$ cat config.mk
export PLATFORM = sky130hd
export DESIGN_NAME = blk_xfer_seq
export DESIGN_NICKNAME = d
export VERILOG_FILES = /design/src/rtl/blx_pkg.sv /design/src/rtl/blx_pick.sv /design/src/rtl/blx_addr.sv /design/src/rtl/blk_xfer_seq.sv
export SDC_FILE = /design/constraint.sdc
export NUM_CORES = 1
export LEC_CHECK = 0
export BUFFER_PORTS_ARGS = -buffer_cell sky130_fd_sc_hd__buf_4
export CAP_MARGIN = 5
export CORE_MARGIN = 2
export CORE_UTILIZATION = 48
export CTS_CLUSTER_SIZE = 16
export DETAILED_ROUTE_END_ITERATION = 8
export GPL_TIMING_DRIVEN = 0
export PLACE_DENSITY = 0.94
export SYNTH_ARGS = -nofsm -noshare
export SYNTH_HDL_FRONTEND = slang
export SYNTH_HIERARCHICAL = 1
export SYNTH_SLANG_ARGS = --single-unit
export TNS_END_PERCENT = 20
$ cat constraint.sdc
create_clock -name clk -period 3.8 [get_ports clk]
set_input_delay 0.19 -clock clk [delete_from_list [all_inputs] [get_ports clk]]
set_output_delay 0.19 -clock clk [all_outputs]
set_load 0.02 [all_outputs]
$ cat src/rtl/blx_pkg.sv
package blx_pkg;

    typedef enum logic [1:0] {
        OP_LDM  = 2'b00,
        OP_STM  = 2'b01,
        OP_POP  = 2'b10,
        OP_PUSH = 2'b11
    } blx_op_e;

    typedef enum logic [1:0] {
        ST_IDLE,
        ST_XFER,
        ST_WB,
        ST_DONE
    } blx_state_e;

    localparam int RIDX_W = 4;
    localparam int SP_IDX = 13;
    localparam int LR_IDX = 14;
    localparam int PC_IDX = 15;

endpackage

$ cat src/rtl/blx_pick.sv
// Priority picker over the pending register mask: lowest set bit when
// ascending, highest set bit when descending.
module blx_pick #(
    parameter int NREG  = 8,
    parameter int IDX_W = $clog2(NREG)
) (
    input  logic [NREG-1:0]  pend,
    input  logic             desc,
    output logic [IDX_W-1:0] idx,
    output logic [NREG-1:0]  hot,
    output logic             any
);

    always_comb begin
        idx = '0;
        if (desc) begin
            for (int i = 0; i < NREG; i++) begin
                if (pend[i]) idx = IDX_W'(i);
            end
        end else begin
            for (int i = NREG - 1; i >= 0; i--) begin
                if (pend[i]) idx = IDX_W'(i);
            end
        end
    end

    assign any = |pend;
    assign hot = any ? (NREG'(1) << idx) : '0;

endmodule

$ cat src/rtl/blx_addr.sv
// Address walker: loads the start address, steps by one word per access.
module blx_addr #(
    parameter int AW   = 32,
    parameter int STEP = 4
) (
    input  logic          clk,
    input  logic          rst_n,
    input  logic          load,
    input  logic [AW-1:0] load_val,
    input  logic          down,
    input  logic          adv,
    output logic [AW-1:0] addr,
    output logic [AW-1:0] wb_val
);

    localparam logic [AW-1:0] STEP_V = AW'(STEP);

    always_ff @(posedge clk or negedge rst_n) begin
        if (!rst_n) begin
            addr <= '0;
        end else if (load) begin
            addr <= down ? (load_val - STEP_V) : load_val;
        end else if (adv) begin
            addr <= down ? (addr - STEP_V) : (addr + STEP_V);
        end
    end

    // After the last step the pointer sits one word beyond the final access.
    assign wb_val = down ? (addr + STEP_V) : addr;

    // every completed access moves the address by exactly one word
    a_r2_word_step: assert property (@(posedge clk) disable iff (!rst_n)
        (adv && !load) |=> (addr == ($past(down) ? ($past(addr) - STEP_V)
                                                 : ($past(addr) + STEP_V))));

endmodule

$ cat src/rtl/blk_xfer_seq.sv
module blk_xfer_seq
    import blx_pkg::*;
#(
    parameter int AW   = 32,
    parameter int DW   = 32,
    parameter int NREG = 8,
    localparam int LIDX_W = $clog2(NREG)
) (
    input  logic              clk,
    input  logic              rst_n,
    input  logic              start,
    input  logic [1:0]        op,
    input  logic [LIDX_W-1:0] base_idx,
    input  logic [NREG-1:0]   reg_list,
    input  logic              extra,
    input  logic [AW-1:0]     base_val,
    output logic              busy,
    output logic              done,
    output logic              mem_req,
    output logic              mem_we,
    output logic [AW-1:0]     mem_addr,
    output logic [DW-1:0]     mem_wdata,
    input  logic [DW-1:0]     mem_rdata,
    input  logic              mem_ready,
    output logic              rf_rd_en,
    output logic [RIDX_W-1:0] rf_rd_idx,
    input  logic [DW-1:0]     rf_rd_data,
    output logic              rf_we,
    output logic [RIDX_W-1:0] rf_wr_idx,
    output logic [DW-1:0]     rf_wr_data,
    output logic              wb_en,
    output logic [RIDX_W-1:0] wb_idx,
    output logic [AW-1:0]     wb_data
);

    localparam int STEP = DW / 8;

    blx_state_e        state, nxt;
    blx_op_e           op_in, op_q;
    logic [LIDX_W-1:0] bidx_q;
    logic [NREG-1:0]   pend_q;
    logic              xtra_q;
    logic              wb_ok_q;

    logic              is_push, is_load;
    logic              accept, has_work, step, last;
    logic              slot_xtra, slot_pc;
    logic [LIDX_W-1:0] pk_idx;
    logic [NREG-1:0]   pk_hot;
    logic              pk_any;
    logic [RIDX_W-1:0] cur_idx;
    logic              addr_down;
    logic [AW-1:0]     cur_addr, wb_val;

    assign op_in    = blx_op_e'(op);
    assign is_push  = (op_q == OP_PUSH);
    assign is_load  = (op_q == OP_LDM) || (op_q == OP_POP);
    assign accept   = (state == ST_IDLE) && start;
    assign has_work = (|reg_list) || (extra && op[1]);
    assign step     = (state == ST_XFER) && mem_ready;

    blx_pick #(.NREG(NREG), .IDX_W(LIDX_W)) u_pick (
        .pend (pend_q),
        .desc (is_push),
        .idx  (pk_idx),
        .hot  (pk_hot),
        .any  (pk_any)
    );

    // Extra slot: first for push (link register), last for pop (PC).
    assign slot_xtra = xtra_q && (is_push || !pk_any);
    assign slot_pc   = slot_xtra && !is_push;
    assign cur_idx   = slot_xtra ? (is_push ? RIDX_W'(LR_IDX) : RIDX_W'(PC_IDX))
                                 : RIDX_W'(pk_idx);
    assign last      = slot_xtra ? (pend_q == '0)
                                 : (((pend_q & ~pk_hot) == '0) && !xtra_q);

    assign addr_down = (state == ST_IDLE) ? (op_in == OP_PUSH) : is_push;

    blx_addr #(.AW(AW), .STEP(STEP)) u_addr (
        .clk      (clk),
        .rst_n    (rst_n),
        .load     (accept),
        .load_val (base_val),
        .down     (addr_down),
        .adv      (step),
        .addr     (cur_addr),
        .wb_val   (wb_val)
    );

    // State register
    always_ff @(posedge clk or negedge rst_n) begin
        if (!rst_n) state <= ST_IDLE;
        else        state <= nxt;
    end

    // Next state
    always_comb begin
        nxt = state;
        unique case (state)
            ST_IDLE: if (start) nxt = has_work ? ST_XFER : ST_DONE;
            ST_XFER: if (mem_ready && last) nxt = ST_WB;
            ST_WB:   nxt = ST_DONE;
            ST_DONE: nxt = ST_IDLE;
        endcase
    end

    // Request context and remaining work
    always_ff @(posedge clk or negedge rst_n) begin
        if (!rst_n) begin
            op_q    <= OP_LDM;
            bidx_q  <= '0;
            pend_q  <= '0;
            xtra_q  <= 1'b0;
            wb_ok_q <= 1'b0;
        end else if (accept) begin
            op_q    <= op_in;
            bidx_q  <= base_idx;
            pend_q  <= reg_list;
            xtra_q  <= extra && op[1];
            wb_ok_q <= (op_in != OP_LDM) || !reg_list[base_idx];
        end else if (step) begin
            if (slot_xtra) xtra_q <= 1'b0;
            else           pend_q <= pend_q & ~pk_hot;
        end
    end

    // Outputs
    always_comb begin
        busy       = (state != ST_IDLE);
        done       = (state == ST_DONE);
        mem_req    = 1'b0;
        mem_we     = 1'b0;
        mem_addr   = cur_addr;
        mem_wdata  = rf_rd_data;
        rf_rd_en   = 1'b0;
        rf_rd_idx  = '0;
        rf_we      = 1'b0;
        rf_wr_idx  = '0;
        rf_wr_data = mem_rdata & {{(DW-1){1'b1}}, !slot_pc};
        wb_en      = 1'b0;
        wb_idx     = op_q[1] ? RIDX_W'(SP_IDX) : RIDX_W'(bidx_q);
        wb_data    = wb_val;
        unique case (state)
            ST_IDLE: ;
            ST_XFER: begin
                mem_req = 1'b1;
                if (is_load) begin
                    rf_we     = mem_ready;
                    rf_wr_idx = cur_idx;
                end else begin
                    mem_we    = 1'b1;
                    rf_rd_en  = 1'b1;
                    rf_rd_idx = cur_idx;
                end
            end
            ST_WB:   wb_en = wb_ok_q;
            ST_DONE: ;
        endcase
    end

    // nothing moves while idle
    a_r1_idle_quiet: assert property (@(posedge clk) disable iff (!rst_n)
        !busy |-> !(mem_req || rf_rd_en || rf_we || wb_en));

    // a stalled access holds its address and direction
    a_r10_hold_addr: assert property (@(posedge clk) disable iff (!rst_n)
        (mem_req && !mem_ready) |=> (mem_req && $stable(mem_addr) && $stable(mem_we)));

    // program counter never receives an odd value
    a_r5_pc_even: assert property (@(posedge clk) disable iff (!rst_n)
        (rf_we && (rf_wr_idx == RIDX_W'(PC_IDX))) |-> !rf_wr_data[0]);

    // done follows writeback by one cycle
    a_r11_done_after_wb: assert property (@(posedge clk) disable iff (!rst_n)
        wb_en |=> done);

    // done is a single pulse
    a_r11_done_single: assert property (@(posedge clk) disable iff (!rst_n)
        done |=> !done);

endmodule

==> results of run 1 <==
synth_stat cells, types with 5 or more instances:
cell type	instances	area share
a21oi_1	13	0.012
a22o_1	8	0.013
and2_1	6	0.0070
and3_1	9	0.011
and4_1	6	0.0098
buf_2	14	0.013
buf_4	68	0.095
clkbuf_1	24	0.017
dfrtp_1	49	0.23
ha_1	8	0.019
inv_1	23	0.016
mux2_2	5	0.011
mux2i_1	22	0.041
nand2_1	71	0.050
nand3_1	28	0.026
nand4_1	13	0.015
nor2_1	56	0.039
nor2b_1	11	0.013
nor3_1	27	0.025
nor4_1	19	0.022
o21ai_0	35	0.033
o22ai_1	7	0.0082
or3_1	5	0.0058
xnor2_1	47	0.077
xor2_1	35	0.057
timing repair:
action,4_1_cts,5_1_grt
hold buffers,1,0
pin swaps,0,0
endpoints found under the hold margin,49,0
gates resized for setup,2,2
setup endpoints to repair,10,5
worst paths after layout:
check / start / to / slack, ns / cells after the start
hold reg to reg: bidx_q[2] / bidx_q[2] / 0.47 / 2
setup / recovery: state[0] / wb_data[9] / 0.25 / 9
min in group asynchronous: rst_n / u_addr/addr[27] / 0.45 / 2
max in group asynchronous: rst_n / u_addr/addr[0] / 2.91 / 2
setup reg to reg: state[0] / u_addr/addr[31] / 0.37 / 10
hold / removal: base_idx[2] / bidx_q[2] / 0.12 / 3
stage by stage:
stage	hold WS [ns]	utilization	TNS (ns)
final	0.1156	0.6599	0
after global routing	0.1100	0.6599	0
after CTS	0.1089	0.6587	0
after detailed placement	0.2609	0.6465	-0.2546
after global placement	0.2588	0.6465	-0.08342
after floorplan	-0.1056	-	0
area by class of cell:
class                      instances  area [µm²]
timing repair buffer             198        1489
sequential                        49        1226
clock inverter                     1       30.03
tap                              140       175.2
multi-input combinational        503        3378
clock buffer                       7       86.33
fill                             939        3687
buffer                           109       681.9
inverter                          23       86.33
report_power, final:
group / leakage, nW / switching, W / internal [W]
logic: 2.51 / 0.00209 / 0.00145
clock network: 0.0585 / 0.000182 / 0.000215
registers: 0.572 / 0.000347 / 0.000780
total: 3.14 / 0.00262 / 0.00245
cells in the final DEF, fill, tap and decap left out, drive strengths merged, types with 3 or more instances in the layout:
| cell | Yosys | final |
|---|---|---|
| nor2b | 12 | 12 |
| and4 | 6 | 6 |
| buf | 85 | 282 |
| xnor2 | 47 | 47 |
| nand2b | 4 | 4 |
| or4 | 4 | 4 |
| a21boi | 4 | 4 |
| o21ai | 38 | 38 |
| dfrtp | 49 | 49 |
| xor2 | 35 | 35 |
| or2 | 5 | 5 |
| nand4 | 14 | 14 |
| nor3b | 4 | 4 |
| ha | 8 | 8 |
| and2b | 3 | 3 |
| a22o | 8 | 8 |
| a21oi | 13 | 13 |
| nor2 | 56 | 56 |
| and3 | 9 | 9 |
| clkbuf | 24 | 31 |
| mux2 | 5 | 5 |
| nand3 | 28 | 28 |
| and2 | 6 | 6 |
| or3 | 5 | 5 |
| inv | 23 | 23 |
| nor3 | 30 | 30 |
| mux2i | 22 | 22 |
| nand2 | 72 | 72 |
| nand4b | 3 | 3 |
| o22ai | 7 | 7 |
| nor4 | 24 | 24 |
worst max-delay path: cells and delay by family, from the launching register on:
kind,cells,cell delay (ns)
AND/OR/NAND/NOR,1,0.17
adder cells (fa/ha/maj),1,0.28
AO/OA/AOI/OAI,1,0.37
buffers and inverters,5,1.58
XOR/XNOR,1,0.28
flip-flops,1,0.39
registers in the layout, indices dropped and copies added, names as in the netlist:
register,count
u_addr/addr,32
pend_q,8
bidx_q,3
op_q,2
state,2
wb_ok_q,1
xtra_q,1
routing by layer:
| layer | routed length (µm) | global-route usage |
|---|---|---|
| met1 | 6392 | 0.3411 |
| met4 | 459 | 0.08951 |
| met3 | 1582 | 0.03260 |
| met5 | 0 | 0 |
| met2 | 8232 | 0.4458 |
cell families (layout without fill, tap and decap cells):
family | after synthesis | after routing | synth area share
adders and majority gates | 8 | 8 | 0.01870
buffers and inverters | 132 | 338 | 0.1435
AOI/OAI and AO/OA | 90 | 90 | 0.1159
xor gates and xnor gates | 82 | 82 | 0.1341
muxes | 29 | 29 | 0.06006
and+or+nand+nor | 294 | 294 | 0.2987
DFF | 49 | 49 | 0.2290
==> metrics.cfg, run 1 <==
[run_status]
status = finished clean

[floorplan]
num_io_pins = 261
fp.dieW_um = 109.6
die_h_um = 109.6
die_area_um2 = 12010
initial_core_util = 0.4939
rows = 38
fp.coreArea_um2 = 10840

[pwr]
p_per_area_nw_per_um2 = 708.3
power_w = 0.005067
irDropWorstVdd_mv = 0.3863
leakage_nw = 3.143

[routing]
drcViolationCount = 0
drt-total-wl_mm = 16.67
first_iter_violations = 465
ant_nets = 0
vias = 5830
vias_per_cell = 5.660
first_pass_iters = 7
routedWlPerCell_um = 16.18

[yosys]
ys_async_sr_fraction = 1.000
ys.warnings.count = 6
ys_ff_latch = 49
syn-num-nets = 806
synth_cell_type_count = 68
synth_edf_count = 0
ys_seq_area_frac = 0.2290
netlist_area_um2 = 5354
synthFlopType = dfrtp_1
avgSynthCellArea_um2 = 7.827
netlist_instances = 684

[placed_design]
dp_hpwl_mm = 13.07
portBuffers = 197
placed_cell_area_um2 = 7008
post-place-ws_ns = -0.1326
numPlacedInstances = 1021
place.gp.congestion = 0.9830

[global_route]
grt_max_degree = 50
grt_pass1_vias = 5316
grt_pass1_wl_mm = 24.92
grt-ovfl-total = 0
antenna_found_initial = 0
grt.total_usage = 0.2614

[cells_and_area]
layout-area-overhead-vs-synth_pct = 33.61
fin_area_um2 = 7153
antenna_cells = 0
fin_cells = 1030
drive_gt1_frac = 0.3562
layout.nets = 1011

[timing]
finalHoldViolCount = 0
finalMaxSlewViolations = 0
clock.fmax_ghz = 0.2815
period_minus_slack_ns = 3.553
fin_skew_ns = 0.01322
setup_viol_count_final = 0
worst_pin_slew_ns = 0.9937
rsz0062_at_grt = no
relSlewSlack = 0.3314
post-route-period-util = 0.9349
timing.final.ws_setup_ns = 0.2474

[cts]
cts_made_buffers = 5
ctsHtreeMaxLevel = 2
insertion_delay_ns = 0.30
cts.sinks = 49
cts.path.max_buffers = 2
cts_tree = yes
cts-root-buf = clkbuf_8
clkTransAtPathRegs_ns = 0.09
post_cts_buffers = 0

[worst_setup_path]
crit_required_ns = 3.61
slowest_stage = buf_1
max_stage_delay_ns = 0.50
arrival_ns = 3.36
critical_path.max_fanout = 10
setup.worst_path.end_class = output pin
critPathKind = flop to output pin
cp_common_cell = buf_1
cp-start-kind = flop
cp_cell_sequence = inv_1 > ha_1 > o21ai_2 > buf_2 > buf_1 > buf_1 > nand3_1 > xnor2_1 > buf_4

[worst_hold_path]
hold_class = input pin to flop

[job]
cap_violations = 0

No activity file was read; power rests on OpenSTA's default activity.
==> inputs of run 2 (changes only) <==
==> constraint.sdc (replaced) <==
create_clock -name clk -period 3.4 [get_ports clk]
set_input_delay 0.17 -clock clk [delete_from_list [all_inputs] [get_ports clk]]
set_output_delay 0.17 -clock clk [all_outputs]
set_load 0.02 [all_outputs]
==> metrics.cfg, run 2 (synthesis gave the netlist of run 1 again) <==
[run_status]
status = finished clean

[timing]
hold_slack_ns = 0.09491
timing.final.ws_setup_ns = 0.1311
setup_viol_count_final = 0
relSlewSlack = 0.2875
finalSetupTns_ns = 0
clock.fmax_ghz = 0.3059
worst_pin_slew_ns = 1.059
post-route-period-util = 0.9614
period_minus_slack_ns = 3.269
fin_skew_ns = 0.01262
finalHoldViolCount = 0
rsz0062_at_grt = yes
finalMaxSlewViolations = 0

[cells_and_area]
layout-area-overhead-vs-synth_pct = 34.47
largest_reg_flops = 32
final_cell_mix = buf_4, nand2_1, nor2_1
largestRegisters = u_addr/addr (32), pend_q (8), bidx_q (3)
drive_gt1_frac = 0.3631
antenna_cells = 0
final_common_cell = buf_4
largest-register = u_addr/addr
layout.nets = 1016

[placed_design]
dp_hpwl_mm = 13.07
post-place-ws_ns = -0.5126
portBuffers = 197
place.gp.congestion = 0.9830

[routing]
first_pass_iters = 5
drt-total-wl_mm = 16.76
routedWlPerCell_um = 16.19
first_iter_violations = 398
vias = 5864
ant_nets = 0
drcViolationCount = 0
vias_per_cell = 5.666

[global_route]
grt_max_degree = 50
grt-ovfl-total = 0
antenna_found_initial = 0
grt_pass1_wl_mm = 24.92
grt.total_usage = 0.2618
grt_pass1_vias = 5328

[pwr]
power_w = 0.005677
clkPwrFrac = 0.078
seq_power_share = 0.222
leakage_nw = 3.172
intPower_w = 0.002739
p_comb_frac = 0.699
swShare = 0.5175
net-switching-power_w = 0.002938
p_per_area_nw_per_um2 = 788.6
irDropWorstVdd_mv = 0.4321

[cts]
ctsHtreeMaxLevel = 2
cts.sinks = 49
insertion_delay_ns = 0.30
cts_made_buffers = 5
cts_tree = yes
cts.path.max_buffers = 2
cts-root-buf = clkbuf_8
clkTransAtPathRegs_ns = 0.10

[floorplan]
rows = 38
fp.dieW_um = 109.6
initial_core_util = 0.4939
die_area_um2 = 12010
fp.coreArea_um2 = 10840
die_h_um = 109.6
num_io_pins = 261

[job]
cap_violations = 0

[worst_setup_path]
setup.worst_path.end_class = flop
critPathTopFamily = buffers and inverters
slowest_stage = clkbuf_1
cp_common_cell = clkbuf_1
crit_buf_inv = 5
cp-start-kind = flop
arrival_ns = 3.49
cp_cell_sequence = inv_1 > ha_1 > nand2_1 > inv_1 > clkbuf_1 > clkbuf_1 > clkbuf_1 > mux2i_1
critical_path.max_fanout = 16
critPathKind = flop to flop
max_stage_delay_ns = 0.72
crit_required_ns = 3.62

[worst_hold_path]
hold_class = input pin to flop

-- run 2: worst reg2reg max path: stages, from the launching register on --
cell	delay [ns]
dfrtp_1	0.41
inv_1	0.14
ha_1	0.29
nand2_1	0.10
inv_1	0.13
clkbuf_1	0.60
clkbuf_1	0.53
clkbuf_1	0.72
mux2i_1	0.27
-- run 2: area by class of cell --
class | count | area (µm²)
buffer | 109 | 684.4
tap | 140 | 175.2
inverter | 23 | 86.33
multi-input combinational | 503 | 3385
sequential | 49 | 1226
clock inverter | 1 | 30.03
fill | 932 | 3641
timing repair buffer | 203 | 1526
clock buffer | 7 | 86.33
-- run 2: power by group through the flow --
stage                     logic, W  clock network [W]  registers (W)
after floorplan            0.00234                  0        0.00139
after global placement     0.00382                  0        0.00124
after global routing       0.00425           0.000472        0.00131
after detailed placement   0.00391                  0        0.00126
final                      0.00397           0.000444        0.00126
after CTS                  0.00394           0.000451        0.00125
-- run 2: layer usage --
metal,global-route usage,vias to the layer above,routed length (µm),share of wire
li1,-,2740,-,-
met1,0.3389,2701,6344,0.38
met2,0.4475,386,8327,0.50
met3,0.03557,37,1684,0.10
met4,0.08951,0,402,0.024
met5,0,-,0,0
-- run 2: final timing paths --
path | from | to | slack [ns] | cells after the start
worst max register to register | state[0] | u_addr/addr[30] | 0.13 | 8
worst max-delay path | state[0] | u_addr/addr[30] | 0.13 | 8
worst min register to register | bidx_q[2] | bidx_q[2] | 0.47 | 2
min in group asynchronous | rst_n | u_addr/addr[27] | 0.43 | 2
worst min-delay path | base_val[1] | u_addr/addr[1] | 0.09 | 2
max in group asynchronous | rst_n | u_addr/addr[0] | 2.53 | 2
-- run 2: stage by stage --
step / area, µm² / std cells / utilization
after floorplan: 5354 / 684 / -
after global placement: 7008 / 1021 / 0.6465
after detailed placement: 7008 / 1021 / 0.6465
after CTS: 7162 / 1031 / 0.6607
after global routing: 7199 / 1035 / 0.6641
final: 7199 / 1035 / 0.6641
-- run 2: what timing repair did --
| action | 4_1_cts | 5_1_grt |
|---|---|---|
| resized for setup | 5 | 2 |
| setup buffers | 1 | 4 |
| setup endpoints to repair | 29 | 18 |
| hold buffers | 1 | 0 |
| hold endpoints to repair | 49 | 0 |
| pin swaps | 1 | 1 |
